### src/rtl/nic_csr_pkg.sv
package nic_csr_pkg;
  localparam int DATA_W = 16;

  // register 0 bit positions (decoded by host software)
  localparam int B_SERR = 15;
  localparam int B_BABL = 14;
  localparam int B_CERR = 13;
  localparam int B_MISS = 12;
  localparam int B_MERR = 11;
  localparam int B_RINT = 10;
  localparam int B_TINT = 9;
  localparam int B_IDON = 8;
  localparam int B_INTR = 7;
  localparam int B_INEA = 6;
  localparam int B_RXON = 5;
  localparam int B_TXON = 4;
  localparam int B_TDMD = 3;
  localparam int B_STOP = 2;
  localparam int B_STRT = 1;
  localparam int B_INIT = 0;

  // event input positions
  localparam int EV_W    = 6;
  localparam int EV_BABL = 5;
  localparam int EV_CERR = 4;
  localparam int EV_MISS = 3;
  localparam int EV_MERR = 2;
  localparam int EV_RINT = 1;
  localparam int EV_TINT = 0;

  // initialization block layout, in halfwords
  localparam int IB_WORDS = 12;
  localparam int W_MODE   = 0;
  localparam int W_STA    = 1;
  localparam int W_FLT    = 4;
  localparam int W_RXLO   = 8;
  localparam int W_RXHI   = 9;
  localparam int W_TXLO   = 10;
  localparam int W_TXHI   = 11;

  // ring size code
  localparam int CODE_W   = 3;
  localparam int CODE_MSB = 15;
  localparam int CNT_W    = 1 << CODE_W;

  function automatic logic [CNT_W-1:0] ring_count(input logic [CODE_W-1:0] code);
    return CNT_W'(1) << code;
  endfunction
endpackage

### src/rtl/nic_host_regs.sv
module nic_host_regs
  import nic_csr_pkg::*;
#(
  parameter int NREGS  = 4,
  parameter int ADDR_W = 24
) (
  input  logic                 clk,
  input  logic                 rst,
  input  logic                 sel_wr,
  input  logic                 data_wr,
  input  logic [DATA_W-1:0]    wdata,
  input  logic [DATA_W-1:0]    csr0_val,
  output logic [DATA_W-1:0]    sel_rd,
  output logic [DATA_W-1:0]    data_rd,
  output logic                 csr0_wr,
  output logic [ADDR_W-2:0]    ib_hw_base
);
  localparam int SEL_W = $clog2(NREGS);
  localparam int HI_W  = ADDR_W - DATA_W;

  logic [SEL_W-1:0]  sel_q;
  logic [DATA_W-1:0] csr_q [1:NREGS-1];

  always_ff @(posedge clk) begin
    if (rst) begin
      sel_q <= '0;
      for (int k = 1; k < NREGS; k++) csr_q[k] <= '0;
    end else begin
      if (sel_wr) sel_q <= wdata[SEL_W-1:0];
      for (int k = 1; k < NREGS; k++)
        if (data_wr && sel_q == SEL_W'(k)) csr_q[k] <= wdata;
    end
  end

  always_comb begin
    data_rd = csr0_val;
    for (int k = 1; k < NREGS; k++)
      if (sel_q == SEL_W'(k)) data_rd = csr_q[k];
  end

  assign sel_rd     = DATA_W'(sel_q);
  assign csr0_wr    = data_wr && (sel_q == '0);
  assign ib_hw_base = {csr_q[2][HI_W-1:0], csr_q[1][DATA_W-1:1]};

  generate
    for (genvar g = 1; g < NREGS; g++) begin : g_hold
      // plain registers change only through a data write while selected
      a_r1_csr_hold: assert property (@(posedge clk) disable iff (rst)
        !(data_wr && sel_q == SEL_W'(g)) |=> $stable(csr_q[g]));
    end
  endgenerate
endmodule

### src/rtl/nic_init_fetch.sv
module nic_init_fetch
  import nic_csr_pkg::*;
#(
  parameter int ADDR_W = 24
) (
  input  logic                 clk,
  input  logic                 rst,
  input  logic                 start_req,
  input  logic [ADDR_W-2:0]    hw_base,
  input  logic [DATA_W-1:0]    mem_rdata,
  output logic                 mem_rd_en,
  output logic [ADDR_W-2:0]    mem_addr,
  output logic                 busy,
  output logic                 done,
  output logic [DATA_W-1:0]    mode,
  output logic [3*DATA_W-1:0]  station,
  output logic [4*DATA_W-1:0]  mcast,
  output logic [ADDR_W-1:0]    rx_base,
  output logic [CNT_W-1:0]     rx_cnt,
  output logic [ADDR_W-1:0]    tx_base,
  output logic [CNT_W-1:0]     tx_cnt
);
  localparam int IDX_W = $clog2(IB_WORDS);
  localparam int HI_W  = ADDR_W - DATA_W;
  localparam logic [IDX_W-1:0] LAST = IDX_W'(IB_WORDS - 1);

  logic [DATA_W-1:0] word_q [IB_WORDS];
  logic [IDX_W-1:0]  issue_cnt, cap_idx;
  logic              pend_q;
  logic              start;

  assign start = start_req && !busy && !done;

  always_ff @(posedge clk) begin
    if (rst) begin
      busy      <= 1'b0;
      done      <= 1'b0;
      mem_rd_en <= 1'b0;
      mem_addr  <= '0;
      issue_cnt <= '0;
      cap_idx   <= '0;
      pend_q    <= 1'b0;
      for (int k = 0; k < IB_WORDS; k++) word_q[k] <= '0;
    end else begin
      done <= 1'b0;
      if (start) begin
        busy      <= 1'b1;
        mem_rd_en <= 1'b1;
        mem_addr  <= hw_base;
        issue_cnt <= '0;
        pend_q    <= 1'b0;
      end else if (busy) begin
        pend_q  <= mem_rd_en;
        cap_idx <= issue_cnt;
        if (mem_rd_en) begin
          issue_cnt <= issue_cnt + 1'b1;
          mem_addr  <= mem_addr + 1'b1;
          if (issue_cnt == LAST) mem_rd_en <= 1'b0;
        end
        if (pend_q) begin
          word_q[cap_idx] <= mem_rdata;
          if (cap_idx == LAST) begin
            busy <= 1'b0;
            done <= 1'b1;
          end
        end
      end
    end
  end

  assign mode    = word_q[W_MODE];
  assign station = {word_q[W_STA+2], word_q[W_STA+1], word_q[W_STA]};
  assign mcast   = {word_q[W_FLT+3], word_q[W_FLT+2], word_q[W_FLT+1], word_q[W_FLT]};
  assign rx_base = {word_q[W_RXHI][HI_W-1:0], word_q[W_RXLO]};
  assign tx_base = {word_q[W_TXHI][HI_W-1:0], word_q[W_TXLO]};
  assign rx_cnt  = ring_count(word_q[W_RXHI][CODE_MSB -: CODE_W]);
  assign tx_cnt  = ring_count(word_q[W_TXHI][CODE_MSB -: CODE_W]);

  // reads only issued inside a fetch
  a_r6_read_in_fetch: assert property (@(posedge clk) disable iff (rst)
    mem_rd_en |-> busy);
  // back-to-back reads walk consecutive halfwords
  a_r6_consecutive: assert property (@(posedge clk) disable iff (rst)
    (mem_rd_en && $past(mem_rd_en)) |-> (mem_addr == $past(mem_addr) + 1'b1));
  // completion is a single-cycle pulse
  a_r8_done_pulse: assert property (@(posedge clk) disable iff (rst)
    done |=> !done);
endmodule

### src/rtl/nic_csr0_ctrl.sv
module nic_csr0_ctrl
  import nic_csr_pkg::*;
(
  input  logic              clk,
  input  logic              rst,
  input  logic              wr,
  input  logic [DATA_W-1:0] wd,
  input  logic [EV_W-1:0]   evt,
  input  logic              tdmd_clr,
  input  logic              init_done,
  input  logic [1:0]        done_mode,
  output logic [DATA_W-1:0] csr0,
  output logic              init_pend,
  output logic              tx_on,
  output logic              rx_on,
  output logic              tx_demand,
  output logic              irq,
  output logic              ring_rewind
);
  logic babl_q, cerr_q, miss_q, merr_q, rint_q, tint_q, idon_q;
  logic inea_q, rxon_q, txon_q, tdmd_q, stop_q, strt_q, init_q;
  logic babl_n, cerr_n, miss_n, merr_n, rint_n, tint_n, idon_n;
  logic inea_n, rxon_n, txon_n, tdmd_n, stop_n, strt_n, init_n;
  logic irq_q, rew_q;

  always_comb begin
    babl_n = evt[EV_BABL] | (babl_q & ~(wr & wd[B_BABL]));
    cerr_n = evt[EV_CERR] | (cerr_q & ~(wr & wd[B_CERR]));
    miss_n = evt[EV_MISS] | (miss_q & ~(wr & wd[B_MISS]));
    merr_n = evt[EV_MERR] | (merr_q & ~(wr & wd[B_MERR]));
    rint_n = evt[EV_RINT] | (rint_q & ~(wr & wd[B_RINT]));
    tint_n = evt[EV_TINT] | (tint_q & ~(wr & wd[B_TINT]));
    idon_n = init_done    | (idon_q & ~(wr & wd[B_IDON]));
    tdmd_n = (tdmd_q & ~tdmd_clr) | (wr & wd[B_TDMD]);
    inea_n = wr ? wd[B_INEA] : inea_q;
    strt_n = strt_q;
    init_n = init_q;
    stop_n = stop_q;
    if (wr) begin
      if (wd[B_STRT]) begin strt_n = 1'b1; stop_n = 1'b0; end
      if (wd[B_INIT]) begin init_n = 1'b1; stop_n = 1'b0; end
      if (wd[B_STOP]) begin stop_n = 1'b1; strt_n = 1'b0; init_n = 1'b0; end
    end
    txon_n = txon_q;
    rxon_n = rxon_q;
    if (init_done) begin
      init_n = 1'b0;
      txon_n = ~done_mode[1];
      rxon_n = ~done_mode[0];
    end
    if (merr_n) begin txon_n = 1'b0; rxon_n = 1'b0; end
    if (stop_n) idon_n = 1'b0;
  end

  always_ff @(posedge clk) begin
    if (rst) begin
      {babl_q, cerr_q, miss_q, merr_q, rint_q, tint_q, idon_q} <= '0;
      {inea_q, rxon_q, txon_q, tdmd_q, strt_q, init_q} <= '0;
      stop_q <= 1'b1;
      irq_q  <= 1'b0;
      rew_q  <= 1'b0;
    end else begin
      babl_q <= babl_n; cerr_q <= cerr_n; miss_q <= miss_n; merr_q <= merr_n;
      rint_q <= rint_n; tint_q <= tint_n; idon_q <= idon_n;
      inea_q <= inea_n; rxon_q <= rxon_n; txon_q <= txon_n; tdmd_q <= tdmd_n;
      stop_q <= stop_n; strt_q <= strt_n; init_q <= init_n;
      irq_q  <= inea_n & (babl_n | miss_n | merr_n | rint_n | tint_n | idon_n);
      rew_q  <= init_done;
    end
  end

  always_comb begin
    csr0         = '0;
    csr0[B_SERR] = babl_q | cerr_q | miss_q | merr_q;
    csr0[B_BABL] = babl_q;
    csr0[B_CERR] = cerr_q;
    csr0[B_MISS] = miss_q;
    csr0[B_MERR] = merr_q;
    csr0[B_RINT] = rint_q;
    csr0[B_TINT] = tint_q;
    csr0[B_IDON] = idon_q;
    csr0[B_INTR] = babl_q | miss_q | merr_q | rint_q | tint_q | idon_q;
    csr0[B_INEA] = inea_q;
    csr0[B_RXON] = rxon_q;
    csr0[B_TXON] = txon_q;
    csr0[B_TDMD] = tdmd_q;
    csr0[B_STOP] = stop_q;
    csr0[B_STRT] = strt_q;
    csr0[B_INIT] = init_q;
  end

  assign init_pend   = init_q;
  assign tx_on       = txon_q;
  assign rx_on       = rxon_q;
  assign tx_demand   = tdmd_q;
  assign irq         = irq_q;
  assign ring_rewind = rew_q;

  // stop dominates start and init
  a_r4_stop_wins: assert property (@(posedge clk) disable iff (rst)
    (wr && wd[B_STOP]) |=> (stop_q && !strt_q && !init_q));
  // a clearing write without a competing event clears the bit
  a_r2_w1c_tint: assert property (@(posedge clk) disable iff (rst)
    (wr && wd[B_TINT] && !evt[EV_TINT]) |=> !tint_q);
  // start survives any write that does not carry stop
  a_r3_strt_sticky: assert property (@(posedge clk) disable iff (rst)
    (strt_q && !(wr && wd[B_STOP])) |=> strt_q);
  // memory error keeps both rings off
  a_r11_merr_off: assert property (@(posedge clk) disable iff (rst)
    merr_q |-> (!txon_q && !rxon_q));
  // stop keeps init-done clear
  a_r11_stop_idon: assert property (@(posedge clk) disable iff (rst)
    stop_q |-> !idon_q);
  // no interrupt without the enable
  a_r10_irq_enable: assert property (@(posedge clk) disable iff (rst)
    irq_q |-> inea_q);
endmodule

### src/rtl/nic_csr_ctrl.sv
module nic_csr_ctrl
  import nic_csr_pkg::*;
#(
  parameter int NREGS  = 4,
  parameter int ADDR_W = 24
) (
  input  logic                 clk,
  input  logic                 rst,
  input  logic                 host_addr,
  input  logic                 host_wr,
  input  logic [DATA_W-1:0]    host_wdata,
  output logic [DATA_W-1:0]    host_rdata,
  output logic                 host_ready,
  input  logic [EV_W-1:0]      evt_set,
  input  logic                 tdmd_clr,
  output logic                 mem_rd_en,
  output logic [ADDR_W-2:0]    mem_addr,
  input  logic [DATA_W-1:0]    mem_rdata,
  output logic [DATA_W-1:0]    cfg_mode,
  output logic [3*DATA_W-1:0]  cfg_station,
  output logic [4*DATA_W-1:0]  cfg_mcast,
  output logic [ADDR_W-1:0]    rx_ring_base,
  output logic [CNT_W-1:0]     rx_ring_count,
  output logic [ADDR_W-1:0]    tx_ring_base,
  output logic [CNT_W-1:0]     tx_ring_count,
  output logic                 ring_rewind,
  output logic                 tx_on,
  output logic                 rx_on,
  output logic                 tx_demand,
  output logic                 irq
);
  logic              wr_ok, csr0_wr, init_pend, busy, done;
  logic [DATA_W-1:0] csr0_val, sel_rd, data_rd;
  logic [ADDR_W-2:0] ib_hw_base;

  assign host_ready = !(init_pend || busy);
  assign wr_ok      = host_wr && host_ready;
  assign host_rdata = host_addr ? sel_rd : data_rd;

  nic_host_regs #(.NREGS(NREGS), .ADDR_W(ADDR_W)) regs_i (
    .clk(clk), .rst(rst),
    .sel_wr(wr_ok && host_addr), .data_wr(wr_ok && !host_addr),
    .wdata(host_wdata), .csr0_val(csr0_val),
    .sel_rd(sel_rd), .data_rd(data_rd), .csr0_wr(csr0_wr),
    .ib_hw_base(ib_hw_base)
  );

  nic_csr0_ctrl csr0_i (
    .clk(clk), .rst(rst), .wr(csr0_wr), .wd(host_wdata),
    .evt(evt_set), .tdmd_clr(tdmd_clr),
    .init_done(done), .done_mode(cfg_mode[1:0]),
    .csr0(csr0_val), .init_pend(init_pend),
    .tx_on(tx_on), .rx_on(rx_on), .tx_demand(tx_demand),
    .irq(irq), .ring_rewind(ring_rewind)
  );

  nic_init_fetch #(.ADDR_W(ADDR_W)) fetch_i (
    .clk(clk), .rst(rst), .start_req(init_pend), .hw_base(ib_hw_base),
    .mem_rdata(mem_rdata), .mem_rd_en(mem_rd_en), .mem_addr(mem_addr),
    .busy(busy), .done(done),
    .mode(cfg_mode), .station(cfg_station), .mcast(cfg_mcast),
    .rx_base(rx_ring_base), .rx_cnt(rx_ring_count),
    .tx_base(tx_ring_base), .tx_cnt(tx_ring_count)
  );

  // no register write lands while a fetch is pending
  a_r6_write_blocked: assert property (@(posedge clk) disable iff (rst)
    (busy && host_wr && !host_addr) |=> $stable(csr0_val[B_STOP]));
endmodule

### config.mk
export PLATFORM = sky130hd
export DESIGN_NAME = nic_csr_ctrl
export DESIGN_NICKNAME = d
export VERILOG_FILES = /design/src/rtl/nic_csr_pkg.sv /design/src/rtl/nic_host_regs.sv /design/src/rtl/nic_init_fetch.sv /design/src/rtl/nic_csr0_ctrl.sv /design/src/rtl/nic_csr_ctrl.sv
export SDC_FILE = /design/constraint.sdc
export NUM_CORES = 1
export LEC_CHECK = 0
export BUFFER_PORTS_ARGS = -buffer_cell sky130_fd_sc_hd__clkbuf_2
export CAP_MARGIN = 20
export CORE_MARGIN = 2
export CORE_UTILIZATION = 40
export CTS_BUF_LIST = sky130_fd_sc_hd__clkbuf_8
export DETAILED_ROUTE_END_ITERATION = 10
export PLACE_DENSITY_LB_ADDON = 0.12
export SLEW_MARGIN = 0
export SYNTH_ARGS = -nofsm -noshare
export SYNTH_HDL_FRONTEND = slang
export SYNTH_SLANG_ARGS = --single-unit
### constraint.sdc
create_clock -name clk -period 2.4 [get_ports clk]
set_input_delay 0.12 -clock clk [delete_from_list [all_inputs] [get_ports clk]]
set_output_delay 0.12 -clock clk [all_outputs]
set_load 0.005 [all_outputs]
==> impl_results.html, run 1 <==
<table>
<tr><th>Metric</th><th>Value</th></tr>
<tr><th colspan="2">Outcome</th></tr>
<tr><td>Status</td><td>finished clean</td></tr>
<tr><th colspan="2">Route</th></tr>
<tr><td>Count of TritonRoute iterations in the first routing pass</td><td>5</td></tr>
<tr><td>Routed wire length</td><td>32500 microns</td></tr>
<tr><td>Average routed wire per standard cell</td><td>19.7 microns</td></tr>
<tr><td>Drt first-iter violations</td><td>578</td></tr>
<tr><td>Detail Route Antenna Nets</td><td>0</td></tr>
<tr><td>Drt drc</td><td>0</td></tr>
<tr><td>Total via count in the routed design</td><td>8213</td></tr>
<tr><td>Via/cell ratio</td><td>4.97</td></tr>
<tr><th colspan="2">Setup path</th></tr>
<tr><td>Buf+Inv Stages, Crit Path</td><td>1</td></tr>
<tr><td>Worst-path maximum fanout</td><td>11</td></tr>
<tr><td>Chain of cells forming the critical path</td><td>or3b_4 -&gt; nor4_4 -&gt; nand2_1 -&gt; a21oi_1 -&gt; dlygate4sd3_1 -&gt; a41oi_1</td></tr>
<tr><td>Required time of the critical path</td><td>2.82 ns</td></tr>
<tr><td>Reg2reg start</td><td>fetch_i.busy$_SDFF_PP0_</td></tr>
<tr><td>Worst setup path start</td><td>fetch_i.busy$_SDFF_PP0_</td></tr>
<tr><td>Path type of the worst setup path</td><td>reg -&gt; reg</td></tr>
<tr><td>Cell family contributing the most delay on the critical path</td><td>simple AND/OR/NAND/NOR gates</td></tr>
<tr><td>Master of the slowest instance on the critical path</td><td>dlygate4sd3_1</td></tr>
<tr><td>Startpoint type of the worst setup path</td><td>register</td></tr>
<tr><td>Delay of the slowest critical-path stage</td><td>0.59 ns</td></tr>
<tr><td>Worst setup EP type</td><td>register</td></tr>
<tr><td>Data arrival time of the critical path</td><td>2.71 ns</td></tr>
<tr><th colspan="2">GRT</th></tr>
<tr><td>Global-route usage over all layers</td><td>20.6%</td></tr>
<tr><td>Wire length of the first global-routing pass</td><td>48000 microns</td></tr>
<tr><td>Pin count of the biggest net entering global routing</td><td>66</td></tr>
<tr><td>Antenna violations before repair</td><td>2</td></tr>
<tr><td>Total congestion overflow after global routing</td><td>0</td></tr>
<tr><td>Number of global-route vias before repair</td><td>7867</td></tr>
<tr><th colspan="2">Logic synthesis</th></tr>
<tr><td>Top-count cell post-synth</td><td>and2_1</td></tr>
<tr><td>Portion of netlist area occupied by mux cells</td><td>3.69%</td></tr>
<tr><td>Post-synthesis share of cell area spent on full adders, half adders and majority gates</td><td>0.211%</td></tr>
<tr><td>Top post-synthesis cells by count</td><td>and2_1 (231), edfxtp_1 (230), dfxtp_1 (53)</td></tr>
<tr><td>Dominant combinational cell family by area after synthesis</td><td>simple AND/OR/NAND/NOR gates</td></tr>
<tr><td>Cells taking the most area after synthesis</td><td>edfxtp_1 (58%), and2_1 (12%), dfxtp_1 (9.0%)</td></tr>
<tr><td>Gate count of the mapped netlist</td><td>905</td></tr>
<tr><td>Distinct cell type count of the synthesized netlist</td><td>51</td></tr>
<tr><td>Area fraction in and, or, nand and nor cells after synthesis</td><td>21.1%</td></tr>
<tr><td>Fraction of the mapped netlist area in compound gates</td><td>4.38%</td></tr>
<tr><td>Share of flip-flops with an asynchronous set or reset after synthesis</td><td>0%</td></tr>
<tr><td>Post-Synth XOR/XNOR Area</td><td>0.296%</td></tr>
<tr><td>Synth Flop Type</td><td>edfxtp_1</td></tr>
<tr><td>Per-instance average area after synthesis</td><td>13.1 sq um</td></tr>
<tr><td>Syn_nets</td><td>950</td></tr>
<tr><td>Synthesized cell area</td><td>11900 sq um</td></tr>
<tr><td>Synthesis-stage register bit count</td><td>283</td></tr>
<tr><td>YS warnings</td><td>0</td></tr>
<tr><td>Fraction of post-synthesis cell area in the top cell type by area</td><td>58.3%</td></tr>
<tr><td>Share of synthesized area occupied by flip-flops and latches</td><td>67.2%</td></tr>
<tr><td>Post-synth EDFFs</td><td>230</td></tr>
<tr><td>Post-synth top area cell</td><td>edfxtp_1</td></tr>
<tr><th colspan="2">Finish</th></tr>
<tr><td>Final nets</td><td>1274</td></tr>
<tr><td>Share of layout cells above drive strength 1</td><td>33.0%</td></tr>
<tr><td>Area growth syn-to-layout</td><td>25.1%</td></tr>
<tr><td>Utilization after layout</td><td>50.4%</td></tr>
<tr><td>Final Cell Area</td><td>14800 sq um</td></tr>
<tr><td>Number of fillers in the final layout</td><td>2645</td></tr>
<tr><th colspan="2">Timing</th></tr>
<tr><td>Actual transition at the worst max-transition pin</td><td>0.698 ns</td></tr>
<tr><td>Post-layout minimum cycle time</td><td>2.29 ns</td></tr>
<tr><td>Relative max-transition margin</td><td>53.5%</td></tr>
<tr><td>Unrepaired setup endpoints after global routing</td><td>no</td></tr>
<tr><td>Max-slew violation total from the final report</td><td>0</td></tr>
<tr><td>Fmax</td><td>0.437 GHz</td></tr>
<tr><td>Final Hold Fails</td><td>0</td></tr>
<tr><td>Clk_skew</td><td>0.0256 ns</td></tr>
<tr><td>Final critical-path share of the clock period</td><td>95.4%</td></tr>
<tr><td>Summed negative setup slack over all endpoints</td><td>0 ns</td></tr>
<tr><td>Worst path setup slack after routing</td><td>0.110 ns</td></tr>
<tr><td>Final setup viols</td><td>0</td></tr>
<tr><th colspan="2">Clocking</th></tr>
<tr><td>Inserted Clock Buffers</td><td>47</td></tr>
<tr><td>Maximum level of the CTS H-tree</td><td>2</td></tr>
<tr><td>Cell at the root of the clock tree</td><td>clkbuf_8</td></tr>
<tr><td>Number of clock sinks</td><td>283</td></tr>
<tr><td>Maximum count of clock buffers along a single path</td><td>3</td></tr>
<tr><td>Number of buffers inserted by post-CTS setup repair</td><td>0</td></tr>
<tr><td>Reg clk slew, reported paths</td><td>0.06 ns</td></tr>
<tr><td>TritonCTS clock tree</td><td>done</td></tr>
<tr><td>Clock latency on the worst-skew pair</td><td>0.57 ns</td></tr>
<tr><th colspan="2">Hold path</th></tr>
<tr><td>Kind of path behind the tightest hold check</td><td>in -&gt; reg</td></tr>
<tr><td>Hold path startpoint</td><td>mem_rdata[9]</td></tr>
<tr><th colspan="2">Placement</th></tr>
<tr><td>Post-detailed-placement half-perimeter wirelength</td><td>22400 microns</td></tr>
<tr><td>Worst slack at placement</td><td>0.335 ns</td></tr>
<tr><td>Number of port buffers</td><td>280</td></tr>
<tr><td>Placed standard-cell area</td><td>13700 sq um</td></tr>
<tr><td>Final GP Congestion</td><td>0.815</td></tr>
<tr><th colspan="2">Die</th></tr>
<tr><td>Horizontal die dimension</td><td>176 microns</td></tr>
<tr><td>Area enclosed by the die boundary</td><td>31000 sq um</td></tr>
<tr><td>Die extent in y</td><td>176 microns</td></tr>
<tr><td>Total core area</td><td>29400 sq um</td></tr>
<tr><td>Initial cell density of the core</td><td>40.3%</td></tr>
<tr><td>Site row count</td><td>63</td></tr>
<tr><td>I/O pin count</td><td>281</td></tr>
<tr><th colspan="2">Power and ir drop</th></tr>
<tr><td>Peak ir drop on the vdd network</td><td>356 uV</td></tr>
<tr><td>Cell area power density</td><td>684 nW/um^2</td></tr>
<tr><td>Cell leakage power</td><td>6.08 nW</td></tr>
<tr><th colspan="2">Job</th></tr>
<tr><td>Max_cap viols</td><td>0</td></tr>
</table>
==> placed cells by master, fill, tap and decap left out, types with 4 or more instances in the layout <==
master / Yosys / routed
clkbuf_2: 0 / 280
and2_1: 231 / 231
edfxtp_1: 230 / 230
clkbuf_8: 0 / 52
dfxtp_1: 53 / 51
nor2_1: 50 / 50
nand2_1: 40 / 40
buf_4: 16 / 38
a21oi_1: 29 / 29
dlygate4sd3_1: 0 / 26
inv_1: 9 / 22
nor2b_1: 17 / 17
nor3_1: 16 / 16
or2_2: 16 / 16
mux4_2: 13 / 13
clkinv_1: 0 / 12
mux2i_1: 10 / 10
o21ai_0: 10 / 10
nand4_1: 9 / 9
nor3b_1: 9 / 8
nand3_1: 8 / 8
nor4_1: 8 / 8
a31oi_1: 7 / 7
a221oi_1: 6 / 6
nand2b_1: 5 / 5
and3b_1: 4 / 4
mux2_2: 4 / 4
a211oi_1: 4 / 4
==> routing by layer <==
| metal | wire length [microns] | vias up | track usage (%) | share of wire (%) |
|---|---|---|---|---|
| met3 | 2160 | 54 | 4.24 | 6.6 |
| li1 | - | 3871 | - | - |
| met5 | 0 | - | 0 | 0 |
| met1 | 14300 | 3990 | 28.5 | 44 |
| met4 | 795 | 0 | 6.75 | 2.4 |
| met2 | 15200 | 298 | 32.6 | 47 |
==> sequential cells by signal (all words and copies together) (netlist names), 2 cells and up <==
name               cells
fetch_i.cap_idx        4
regs_i.csr_q          48
fetch_i.mem_addr      23
regs_i.sel_q           2
fetch_i.issue_cnt      4
fetch_i.word_q       182
==> power breakdown <==
group | internal (mW) | switching, mW
Sequential | 5.46 | 0.0987
Clock | 1.99 | 1.92
Combinational | 0.275 | 0.394
Total | 7.72 | 2.41
==> final cells by class <==
cell class              count  area, sq um  share of cell area [%]
flip-flops and latches    283         7970                    53.8
clock buffers              52          716                    4.83
diodes                      2         5.00                  0.0338
clock inverters            30          134                   0.903
inverters                   9         33.8                   0.228
well taps                 390          488                    3.29
multi-input cells         544         3530                    23.8
repair buffers            344         1950                    13.1
==> kinds of logic (layout without fill, tap and decap cells) <==
family / count (synthesis) / in the layout
AOI/OAI and AO/OA: 80 / 80
and+or+nand+nor: 431 / 431
buffers and inverters: 78 / 435
xor gates and xnor gates: 4 / 4
other: 0 / 2
DFF: 283 / 283
adders and majority gates: 2 / 2
muxes: 27 / 27
==> worst register-to-register path, stage by stage (launching register included) <==
cell and delay [ns]:
dfxtp_1 0.42, or3b_4 0.46, nor4_4 0.33, nand2_1 0.09, a21oi_1 0.15, dlygate4sd3_1 0.59
a41oi_1 0.11
==> final timing paths <==
kind                                                            end  slack [ns]  depth (start not counted)
worst max-delay path                          csr0_i.irq$_SDFF_PP0_        0.11                          6
worst min register to register            csr0_i.rx_on$_SDFFE_PP0P_        0.49                          1
worst max register to register                csr0_i.irq$_SDFF_PP0_        0.11                          6
worst min-delay path            fetch_i.word_q[10][9]$_SDFFCE_PN0P_        0.08                          2
==> what timing repair did <==
action / in CTS / in global routing
hold buffers: 26 / 0
cloned: 0 / 0
pin swaps: 0 / 0
gates resized for setup: 2 / 2
setup endpoints to repair: 6 / 5
endpoints found under the hold margin: 63 / 0
==> through the flow <==
stage / hold WS (ns) / std cells / total power, mW
global route: 0.0478 / 1653 / 10.5
CTS: 0.0331 / 1652 / 10.2
global placement: 0.337 / 1544 / 6.30
detailed placement: 0.345 / 1544 / 6.30
finish: 0.0772 / 1654 / 10.1
floorplan: 0.237 / 905 / 5.92
Power figures use the tool's default switching activity.
==> run 2: changes to the inputs <==
- HOLD_SLACK_MARGIN: default -> 0.06
- SETUP_SLACK_MARGIN: default -> 0.5
- clock period: 2.4 -> 2.24 ns (I/O delays scaled with it)
==> run 2 against run 1 <==
Effect of this change: combinational power increased by 39%; register-to-register slack improved by 0.25 ns; clock skew grew 0.020 ns; critical endpoint is now host_rdata[7].
==> impl_results.html, run 2 (synthesis results as in run 1) <==
<table>
<tr><th>Metric</th><th>Value</th></tr>
<tr><th colspan="2">Die</th></tr>
<tr><td>Die extent in y</td><td>176 microns (unchanged)</td></tr>
<tr><td>Initial cell density of the core</td><td>40.3% (unchanged)</td></tr>
<tr><td>Total core area</td><td>29400 sq um (unchanged)</td></tr>
<tr><td>Site row count</td><td>63 (unchanged)</td></tr>
<tr><td>Area enclosed by the die boundary</td><td>31000 sq um (unchanged)</td></tr>
<tr><td>Horizontal die dimension</td><td>176 microns (unchanged)</td></tr>
<tr><td>I/O pin count</td><td>281 (unchanged)</td></tr>
<tr><th colspan="2">Finish</th></tr>
<tr><td>Share of layout cells above drive strength 1</td><td>46.2% (+13 points)</td></tr>
<tr><td>Commonest non-fill, non-tap cell in the layout</td><td>clkbuf_2</td></tr>
<tr><td>Number of flip-flops in the largest register</td><td>182 (unchanged)</td></tr>
<tr><td>Leading cell types in the layout, fill and taps excluded</td><td>clkbuf_2 (277), edfxtp_1 (230), and2_1 (193)</td></tr>
<tr><td>Number of diodes</td><td>0 (-2)</td></tr>
<tr><td>Registers with the most flip-flops</td><td>fetch_i.word_q x182, regs_i.csr_q x48, fetch_i.mem_addr x23</td></tr>
<tr><td>Final nets</td><td>1342 (+5.3%)</td></tr>
<tr><td>Register with the most flip-flops</td><td>fetch_i.word_q</td></tr>
<tr><td>Final Cell Area</td><td>16400 sq um (+11%)</td></tr>
<tr><td>Number of fillers in the final layout</td><td>2525 (-4.5%)</td></tr>
<tr><td>Area growth syn-to-layout</td><td>38.3%</td></tr>
<tr><th colspan="2">Timing</th></tr>
<tr><td>Actual transition at the worst max-transition pin</td><td>0.486 ns (-0.211 ns)</td></tr>
<tr><td>Final critical-path share of the clock period</td><td>95.6%</td></tr>
<tr><td>Fmax</td><td>0.467 GHz</td></tr>
<tr><td>Post-layout minimum cycle time</td><td>2.14 ns</td></tr>
<tr><td>Final Hold Fails</td><td>0 (unchanged)</td></tr>
<tr><td>Relative max-transition margin</td><td>67.6% (+14 points)</td></tr>
<tr><td>Unrepaired setup endpoints after global routing</td><td>yes</td></tr>
<tr><td>Max-slew violation total from the final report</td><td>0 (unchanged)</td></tr>
<tr><td>Clk_skew</td><td>0.0460 ns (+0.0204 ns)</td></tr>
<tr><td>Final setup viols</td><td>0 (unchanged)</td></tr>
<tr><th colspan="2">Route</th></tr>
<tr><td>Routed wire length</td><td>36900 microns (+13%)</td></tr>
<tr><td>Met3 routed WL</td><td>2740 microns (+27%)</td></tr>
<tr><td>Top routing layer used</td><td>met4</td></tr>
<tr><td>Drt drc</td><td>0 (unchanged)</td></tr>
<tr><td>Routed met2 length</td><td>17600 microns (+16%)</td></tr>
<tr><td>Drt first-iter violations</td><td>952 (+65%)</td></tr>
<tr><td>Total via count in the routed design</td><td>8731 (+6.3%)</td></tr>
<tr><td>Count of TritonRoute iterations in the first routing pass</td><td>5 (unchanged)</td></tr>
<tr><td>Routed metal-1 wirelength</td><td>15900 microns (+11%)</td></tr>
<tr><td>Via/cell ratio</td><td>5.06 (+2.0%)</td></tr>
<tr><td>Detail Route Antenna Nets</td><td>0 (unchanged)</td></tr>
<tr><td>Average routed wire per standard cell</td><td>21.4 microns (+8.8%)</td></tr>
<tr><th colspan="2">Setup path</th></tr>
<tr><td>Required time of the critical path</td><td>2.13 ns (-0.69 ns)</td></tr>
<tr><td>Path type of the worst setup path</td><td>reg -&gt; out</td></tr>
<tr><td>Data arrival time of the critical path</td><td>2.03 ns (-0.68 ns)</td></tr>
<tr><td>Worst setup EP type</td><td>primary output</td></tr>
<tr><td>CP Capture Point</td><td>host_rdata[7]</td></tr>
<tr><td>Worst setup path start</td><td>regs_i.sel_q[1]$_SDFFE_PP0P_</td></tr>
<tr><td>Startpoint type of the worst setup path</td><td>register</td></tr>
<tr><td>Capturing point of the worst reg2reg path</td><td>fetch_i.mem_addr[12]$_SDFFE_PP0P_</td></tr>
<tr><td>Worst-path maximum fanout</td><td>4 (-7)</td></tr>
<tr><td>Number of cells on the worst reg-to-reg path</td><td>6 (unchanged)</td></tr>
<tr><td>Reg2reg start</td><td>fetch_i.mem_addr[0]$_SDFFE_PP0P_</td></tr>
<tr><td>Worst-case register-to-register setup slack</td><td>0.36 ns (+0.25 ns)</td></tr>
<tr><th colspan="2">Outcome</th></tr>
<tr><td>Status</td><td>finished clean</td></tr>
<tr><th colspan="2">Power and ir drop</th></tr>
<tr><td>Total power draw</td><td>11.0 mW (+8.8%)</td></tr>
<tr><td>Peak ir drop on the vdd network</td><td>370 uV (+3.9%)</td></tr>
<tr><td>Cell leakage power</td><td>6.71 nW (+10%)</td></tr>
<tr><td>Cell area power density</td><td>673 nW/um^2 (-1.6%)</td></tr>
<tr><th colspan="2">GRT</th></tr>
<tr><td>Antenna violations before repair</td><td>2 (unchanged)</td></tr>
<tr><td>Number of global-route vias before repair</td><td>8253 (+4.9%)</td></tr>
<tr><td>Pin count of the biggest net entering global routing</td><td>29 (-56%)</td></tr>
<tr><td>Wire length of the first global-routing pass</td><td>52800 microns (+10%)</td></tr>
<tr><td>Global-route usage over all layers</td><td>23.0% (+2.3 points)</td></tr>
<tr><td>Total congestion overflow after global routing</td><td>0 (unchanged)</td></tr>
<tr><th colspan="2">Clocking</th></tr>
<tr><td>Cell at the root of the clock tree</td><td>clkbuf_8</td></tr>
<tr><td>Reg clk slew, reported paths</td><td>0.06 ns (about the same)</td></tr>
<tr><td>TritonCTS clock tree</td><td>done</td></tr>
<tr><td>Clock latency on the worst-skew pair</td><td>0.58 ns (about the same)</td></tr>
<tr><td>Maximum count of clock buffers along a single path</td><td>3 (unchanged)</td></tr>
<tr><td>Number of clock sinks</td><td>283 (unchanged)</td></tr>
<tr><td>Maximum level of the CTS H-tree</td><td>2 (unchanged)</td></tr>
<tr><td>Inserted Clock Buffers</td><td>47 (unchanged)</td></tr>
<tr><th colspan="2">Placement</th></tr>
<tr><td>Final GP Congestion</td><td>0.861 (+5.6%)</td></tr>
<tr><td>Number of port buffers</td><td>280 (unchanged)</td></tr>
<tr><td>Post-detailed-placement half-perimeter wirelength</td><td>23000 microns (+2.7%)</td></tr>
<tr><td>Placed standard-cell area</td><td>13800 sq um (+0.65%)</td></tr>
<tr><th colspan="2">Job</th></tr>
<tr><td>Max_cap viols</td><td>0 (unchanged)</td></tr>
<tr><th colspan="2">Hold path</th></tr>
<tr><td>Kind of path behind the tightest hold check</td><td>in -&gt; reg</td></tr>
</table>
## run 2: what timing repair did
action | CTS | global route
gates cloned | 10 | 7
endpoints found under the setup margin | 283 | 375
hold buffers | 25 | 0
buffers inserted | 34 | 16
pin swaps | 45 | 51
resized for setup | 126 | 130
hold endpoints to repair | 67 | 0
## run 2: layout make-up
class | instances | area [sq um] | share of cell area, %
Sequential cell | 283 | 8020 | 48.9
Inverter | 9 | 37.5 | 0.229
Clock buffer | 50 | 688 | 4.20
Multi-Input combinational cell | 553 | 4370 | 26.6
Clock inverter | 36 | 149 | 0.909
Timing Repair Buffer | 403 | 2640 | 16.1
Tap cell | 390 | 488 | 2.98
## run 2: routing by layer
layer	track usage [%]	vias up
met2	36.9	345
met5	0	-
met3	5.23	41
met1	31.8	4325
li1	-	4020
met4	5.44	0
## run 2: worst max-delay path: stages, from the launching register on
cell and delay (ns):
dfxtp_4 0.38, buf_6 0.11, clkinvlp_4 0.09, a2111oi_4 0.33
buf_4 0.18, a221oi_2 0.05, a21oi_1 0.15, nor2_1 0.05
clkbuf_2 0.11
## run 2: how the worst min path moves through the flow
stage / startpoint / to / slack, ns / cells after the start
after floorplan: evt_set[5] / csr0_i.babl_q$_SDFF_PP0_ / 0.23 / 2
after global placement: evt_set[4] / csr0_i.cerr_q$_SDFF_PP0_ / 0.34 / 3
after detailed placement: evt_set[4] / csr0_i.cerr_q$_SDFF_PP0_ / 0.35 / 3
after CTS: host_addr / csr0_i.strt_q$_SDFFE_PP0P_ / 0.08 / 4
after global routing: mem_rdata[8] / fetch_i.word_q[4][8]$_SDFFCE_PN0P_ / 0.13 / 2
final: mem_rdata[8] / fetch_i.word_q[4][8]$_SDFFCE_PN0P_ / 0.12 / 2
## run 2: through the flow
stage	util (%)	setup WS [ns]	std cells	hold WS, ns	TNS [ns]
floorplan	-	0.422	905	0.229	0
global placement	46.9	0.0639	1546	0.336	0
detailed placement	46.9	0.0463	1546	0.347	0
CTS	53.6	-0.00280	1701	0.0809	-0.00280
global route	55.7	-0.0144	1724	0.125	-0.0164
finish	55.7	0.0993	1724	0.122	0
## run 2: where the power goes
| group | leakage [nW] | internal (mW) | switching, mW | total [mW] |
|---|---|---|---|---|
| Clock | 0.502 | 2.06 | 2.08 | 4.14 |
| Combinational | 3.39 | 0.416 | 0.512 | 0.928 |
| Sequential | 2.82 | 5.84 | 0.116 | 5.96 |
| Total | 6.71 | 8.32 | 2.71 | 11.0 |
==> run 3: changes to the inputs <==
- CTS_BUF_LIST: sky130_fd_sc_hd__clkbuf_8 -> sky130_fd_sc_hd__clkbuf_16
==> run 3 against run 2 <==
Effect of this change: non-clock buffer count fell by 3; flip-flop and latch count did not move; hold slack got worse by 0.026 ns; count of clock-buffer cells in the layout fell by 19; die area did not move; critical path depth fell by 3; via count fell by 0.84%; utilization rose by 1.1 points; register-to-register slack barely moved; wire length fell by 0.19%.
==> impl_results.html, run 3 (synthesis results as in run 1) <==
<table>
<tr><th>Metric</th><th>Value</th></tr>
<tr><th colspan="2">Route</th></tr>
<tr><td>Count of TritonRoute iterations in the first routing pass</td><td>5 (unchanged)</td></tr>
<tr><td>Drt drc</td><td>0 (unchanged)</td></tr>
<tr><td>Average routed wire per standard cell</td><td>21.8 microns (+1.8%)</td></tr>
<tr><td>Total via count in the routed design</td><td>8658 (-0.84%)</td></tr>
<tr><td>Via/cell ratio</td><td>5.12 (+1.1%)</td></tr>
<tr><td>Detail Route Antenna Nets</td><td>0 (unchanged)</td></tr>
<tr><td>Drt first-iter violations</td><td>847 (-11%)</td></tr>
<tr><td>Routed wire length</td><td>36800 microns (-0.19%)</td></tr>
<tr><th colspan="2">Timing</th></tr>
<tr><td>Final setup viols</td><td>0 (unchanged)</td></tr>
<tr><td>Final Hold Fails</td><td>0 (unchanged)</td></tr>
<tr><td>Post-layout minimum cycle time</td><td>2.19 ns (+0.0543 ns)</td></tr>
<tr><td>Final critical-path share of the clock period</td><td>98.0% (+2.4 points)</td></tr>
<tr><td>Actual transition at the worst max-transition pin</td><td>0.493 ns (+0.00684 ns)</td></tr>
<tr><td>Fmax</td><td>0.456 GHz (-2.5%)</td></tr>
<tr><td>Unrepaired setup endpoints after global routing</td><td>yes</td></tr>
<tr><td>Max-slew violation total from the final report</td><td>0 (unchanged)</td></tr>
<tr><td>Clk_skew</td><td>0.0107 ns (-0.0353 ns)</td></tr>
<tr><td>Relative max-transition margin</td><td>67.1% (-0.46 points)</td></tr>
<tr><th colspan="2">Finish</th></tr>
<tr><td>Number of diodes</td><td>0 (unchanged)</td></tr>
<tr><td>Number of fillers in the final layout</td><td>2472 (-2.1%)</td></tr>
<tr><td>Leading cell types in the layout, fill and taps excluded</td><td>clkbuf_2 (276), edfxtp_1 (230), and2_1 (158)</td></tr>
<tr><td>Number of flip-flops in the largest register</td><td>182 (unchanged)</td></tr>
<tr><td>Area growth syn-to-layout</td><td>41.0%</td></tr>
<tr><td>Register with the most flip-flops</td><td>fetch_i.word_q</td></tr>
<tr><td>Registers with the most flip-flops</td><td>fetch_i.word_q x182, regs_i.csr_q x48, fetch_i.mem_addr x23</td></tr>
<tr><td>Final nets</td><td>1321 (-1.6%)</td></tr>
<tr><td>Utilization after layout</td><td>56.8% (+1.1 points)</td></tr>
<tr><td>Share of layout cells above drive strength 1</td><td>49.5% (+3.3 points)</td></tr>
<tr><td>Commonest non-fill, non-tap cell in the layout</td><td>clkbuf_2</td></tr>
<tr><th colspan="2">Setup path</th></tr>
<tr><td>Number of cells on the worst reg-to-reg path</td><td>6 (unchanged)</td></tr>
<tr><td>Worst-path maximum fanout</td><td>5 (+1)</td></tr>
<tr><td>Startpoint type of the worst setup path</td><td>register</td></tr>
<tr><td>Required time of the critical path</td><td>2.13 ns (about the same)</td></tr>
<tr><td>Worst setup EP type</td><td>primary output</td></tr>
<tr><td>Path type of the worst setup path</td><td>reg -&gt; out</td></tr>
<tr><td>Data arrival time of the critical path</td><td>2.08 ns (+0.05 ns)</td></tr>
<tr><th colspan="2">Die</th></tr>
<tr><td>Total core area</td><td>29400 sq um (unchanged)</td></tr>
<tr><td>Initial cell density of the core</td><td>40.3% (unchanged)</td></tr>
<tr><td>Site row count</td><td>63 (unchanged)</td></tr>
<tr><td>Horizontal die dimension</td><td>176 microns (unchanged)</td></tr>
<tr><td>I/O pin count</td><td>281 (unchanged)</td></tr>
<tr><td>Die extent in y</td><td>176 microns (unchanged)</td></tr>
<tr><td>Area enclosed by the die boundary</td><td>31000 sq um (unchanged)</td></tr>
<tr><th colspan="2">Power and ir drop</th></tr>
<tr><td>Net Sw Power</td><td>2.81 mW (+3.9%)</td></tr>
<tr><td>Total power draw</td><td>12.3 mW (+12%)</td></tr>
<tr><td>Part of the total power dissipated in combinational logic</td><td>7.7% (-0.7 points)</td></tr>
<tr><td>Cell area power density</td><td>736 nW/um^2 (+9.4%)</td></tr>
<tr><td>Switch share</td><td>22.9% (-1.7 points)</td></tr>
<tr><td>Clock share of power</td><td>43.9% (+6.4 points)</td></tr>
<tr><td>Cell leakage power</td><td>6.79 nW (+1.2%)</td></tr>
<tr><td>Cell internal pwr</td><td>9.48 mW (+14%)</td></tr>
<tr><td>Peak ir drop on the vdd network</td><td>650 uV (+76%)</td></tr>
<tr><td>Sequential Power Share</td><td>48.4% (-5.6 points)</td></tr>
<tr><th colspan="2">GRT</th></tr>
<tr><td>Total congestion overflow after global routing</td><td>0 (unchanged)</td></tr>
<tr><td>Antenna violations before repair</td><td>2 (unchanged)</td></tr>
<tr><td>Number of global-route vias before repair</td><td>8137 (-1.4%)</td></tr>
<tr><td>Pin count of the biggest net entering global routing</td><td>29 (unchanged)</td></tr>
<tr><td>Global-route usage over all layers</td><td>22.4% (-0.56 points)</td></tr>
<tr><td>Wire length of the first global-routing pass</td><td>52000 microns (-1.6%)</td></tr>
<tr><th colspan="2">Clocking</th></tr>
<tr><td>TritonCTS clock tree</td><td>done</td></tr>
<tr><td>Cell at the root of the clock tree</td><td>clkbuf_16</td></tr>
<tr><td>Number of clock sinks</td><td>283 (unchanged)</td></tr>
<tr><td>Maximum level of the CTS H-tree</td><td>1 (-1)</td></tr>
<tr><td>Inserted Clock Buffers</td><td>31 (-34%)</td></tr>
<tr><td>Reg clk slew, reported paths</td><td>0.06 ns (about the same)</td></tr>
<tr><td>Clock latency on the worst-skew pair</td><td>0.56 ns (-0.02 ns)</td></tr>
<tr><td>Maximum count of clock buffers along a single path</td><td>3 (unchanged)</td></tr>
<tr><th colspan="2">Placement</th></tr>
<tr><td>Number of port buffers</td><td>280 (unchanged)</td></tr>
<tr><td>Final GP Congestion</td><td>0.861 (unchanged)</td></tr>
<tr><td>Post-detailed-placement half-perimeter wirelength</td><td>23000 microns (unchanged)</td></tr>
<tr><th colspan="2">Job</th></tr>
<tr><td>Max_cap viols</td><td>0 (unchanged)</td></tr>
<tr><th colspan="2">Outcome</th></tr>
<tr><td>Status</td><td>finished clean</td></tr>
<tr><th colspan="2">Hold path</th></tr>
<tr><td>Kind of path behind the tightest hold check</td><td>in -&gt; reg</td></tr>
<tr><td>Worst hold path stage count</td><td>4 (+2)</td></tr>
</table>
==> run 3: routing by layer <==
metal | vias to the layer above | wire length (microns) | GRT usage [%]
met5 | - | 0 | 0
met1 | 4296 | 15500 | 31.0
met3 | 53 | 2840 | 4.52
li1 | 3961 | - | -
met2 | 348 | 17500 | 36.4
met4 | 0 | 925 | 5.41
==> run 3: repair_timing <==
| action | CTS | global route |
|---|---|---|
| endpoints found under the hold margin | 67 | 0 |
| resized for setup | 101 | 203 |
| hold buffers | 24 | 0 |
| pin swaps | 24 | 63 |
| setup buffers | 28 | 20 |
| endpoints found under the setup margin | 318 | 401 |
| cloned | 7 | 8 |
==> run 3: through the flow <==
step	cell area (sq um)	setup WS (ns)	cells	hold WS, ns	setup TNS, ns
after floorplan	11900	0.422	905	0.229	0
after global placement	13800	0.0639	1546	0.336	0
after detailed placement	13800	0.0463	1546	0.347	0
after CTS	15800	0.0291	1663	0.0874	0
after global routing	16700	-0.0194	1691	0.110	-0.0430
final	16700	0.0450	1691	0.0963	0
==> run 3: area by class of cell <==
type / count / area (sq um) / share of cell area, %
Tap cell: 390 / 488 / 2.92
Clock inverter: 27 / 302 / 1.80
Timing Repair Buffer: 400 / 2640 / 15.8
Clock buffer: 31 / 776 / 4.64
Inverter: 9 / 37.5 / 0.225
Multi-Input combinational cell: 551 / 4450 / 26.6
Sequential cell: 283 / 8020 / 48.0
==> run 3: worst max-delay path: stages (launching register included) <==
cell and delay [ns]:
dfxtp_4 0.37, buf_4 0.12, buf_12 0.12, mux4_2 0.50, mux2_4 0.29, clkbuf_2 0.11
==> run 3: power by group through the flow <==
stage	Clock, mW	Sequential [mW]	Combinational [mW]
after floorplan	0	6.03	0.314
after global placement	0	6.06	0.707
after detailed placement	0	6.06	0.708
after CTS	5.47	5.95	0.853
after global routing	5.70	5.97	1.01
final	5.40	5.95	0.941
==> run 3: path summary, 6_finish.rpt <==
kind	slack [ns]	to	start
min	0.1	regs_i.sel_q[0]$_SDFFE_PP0P_	host_wr
max	0.05	host_rdata[0]	regs_i.sel_q[1]$_SDFFE_PP0P_
max reg2reg	0.37	fetch_i.word_q[8][10]$_SDFFCE_PN0P_	fetch_i.busy$_SDFF_PP0_
min reg2reg	0.52	fetch_i.mem_addr[18]$_SDFFE_PP0P_	fetch_i.mem_addr[18]$_SDFFE_PP0P_
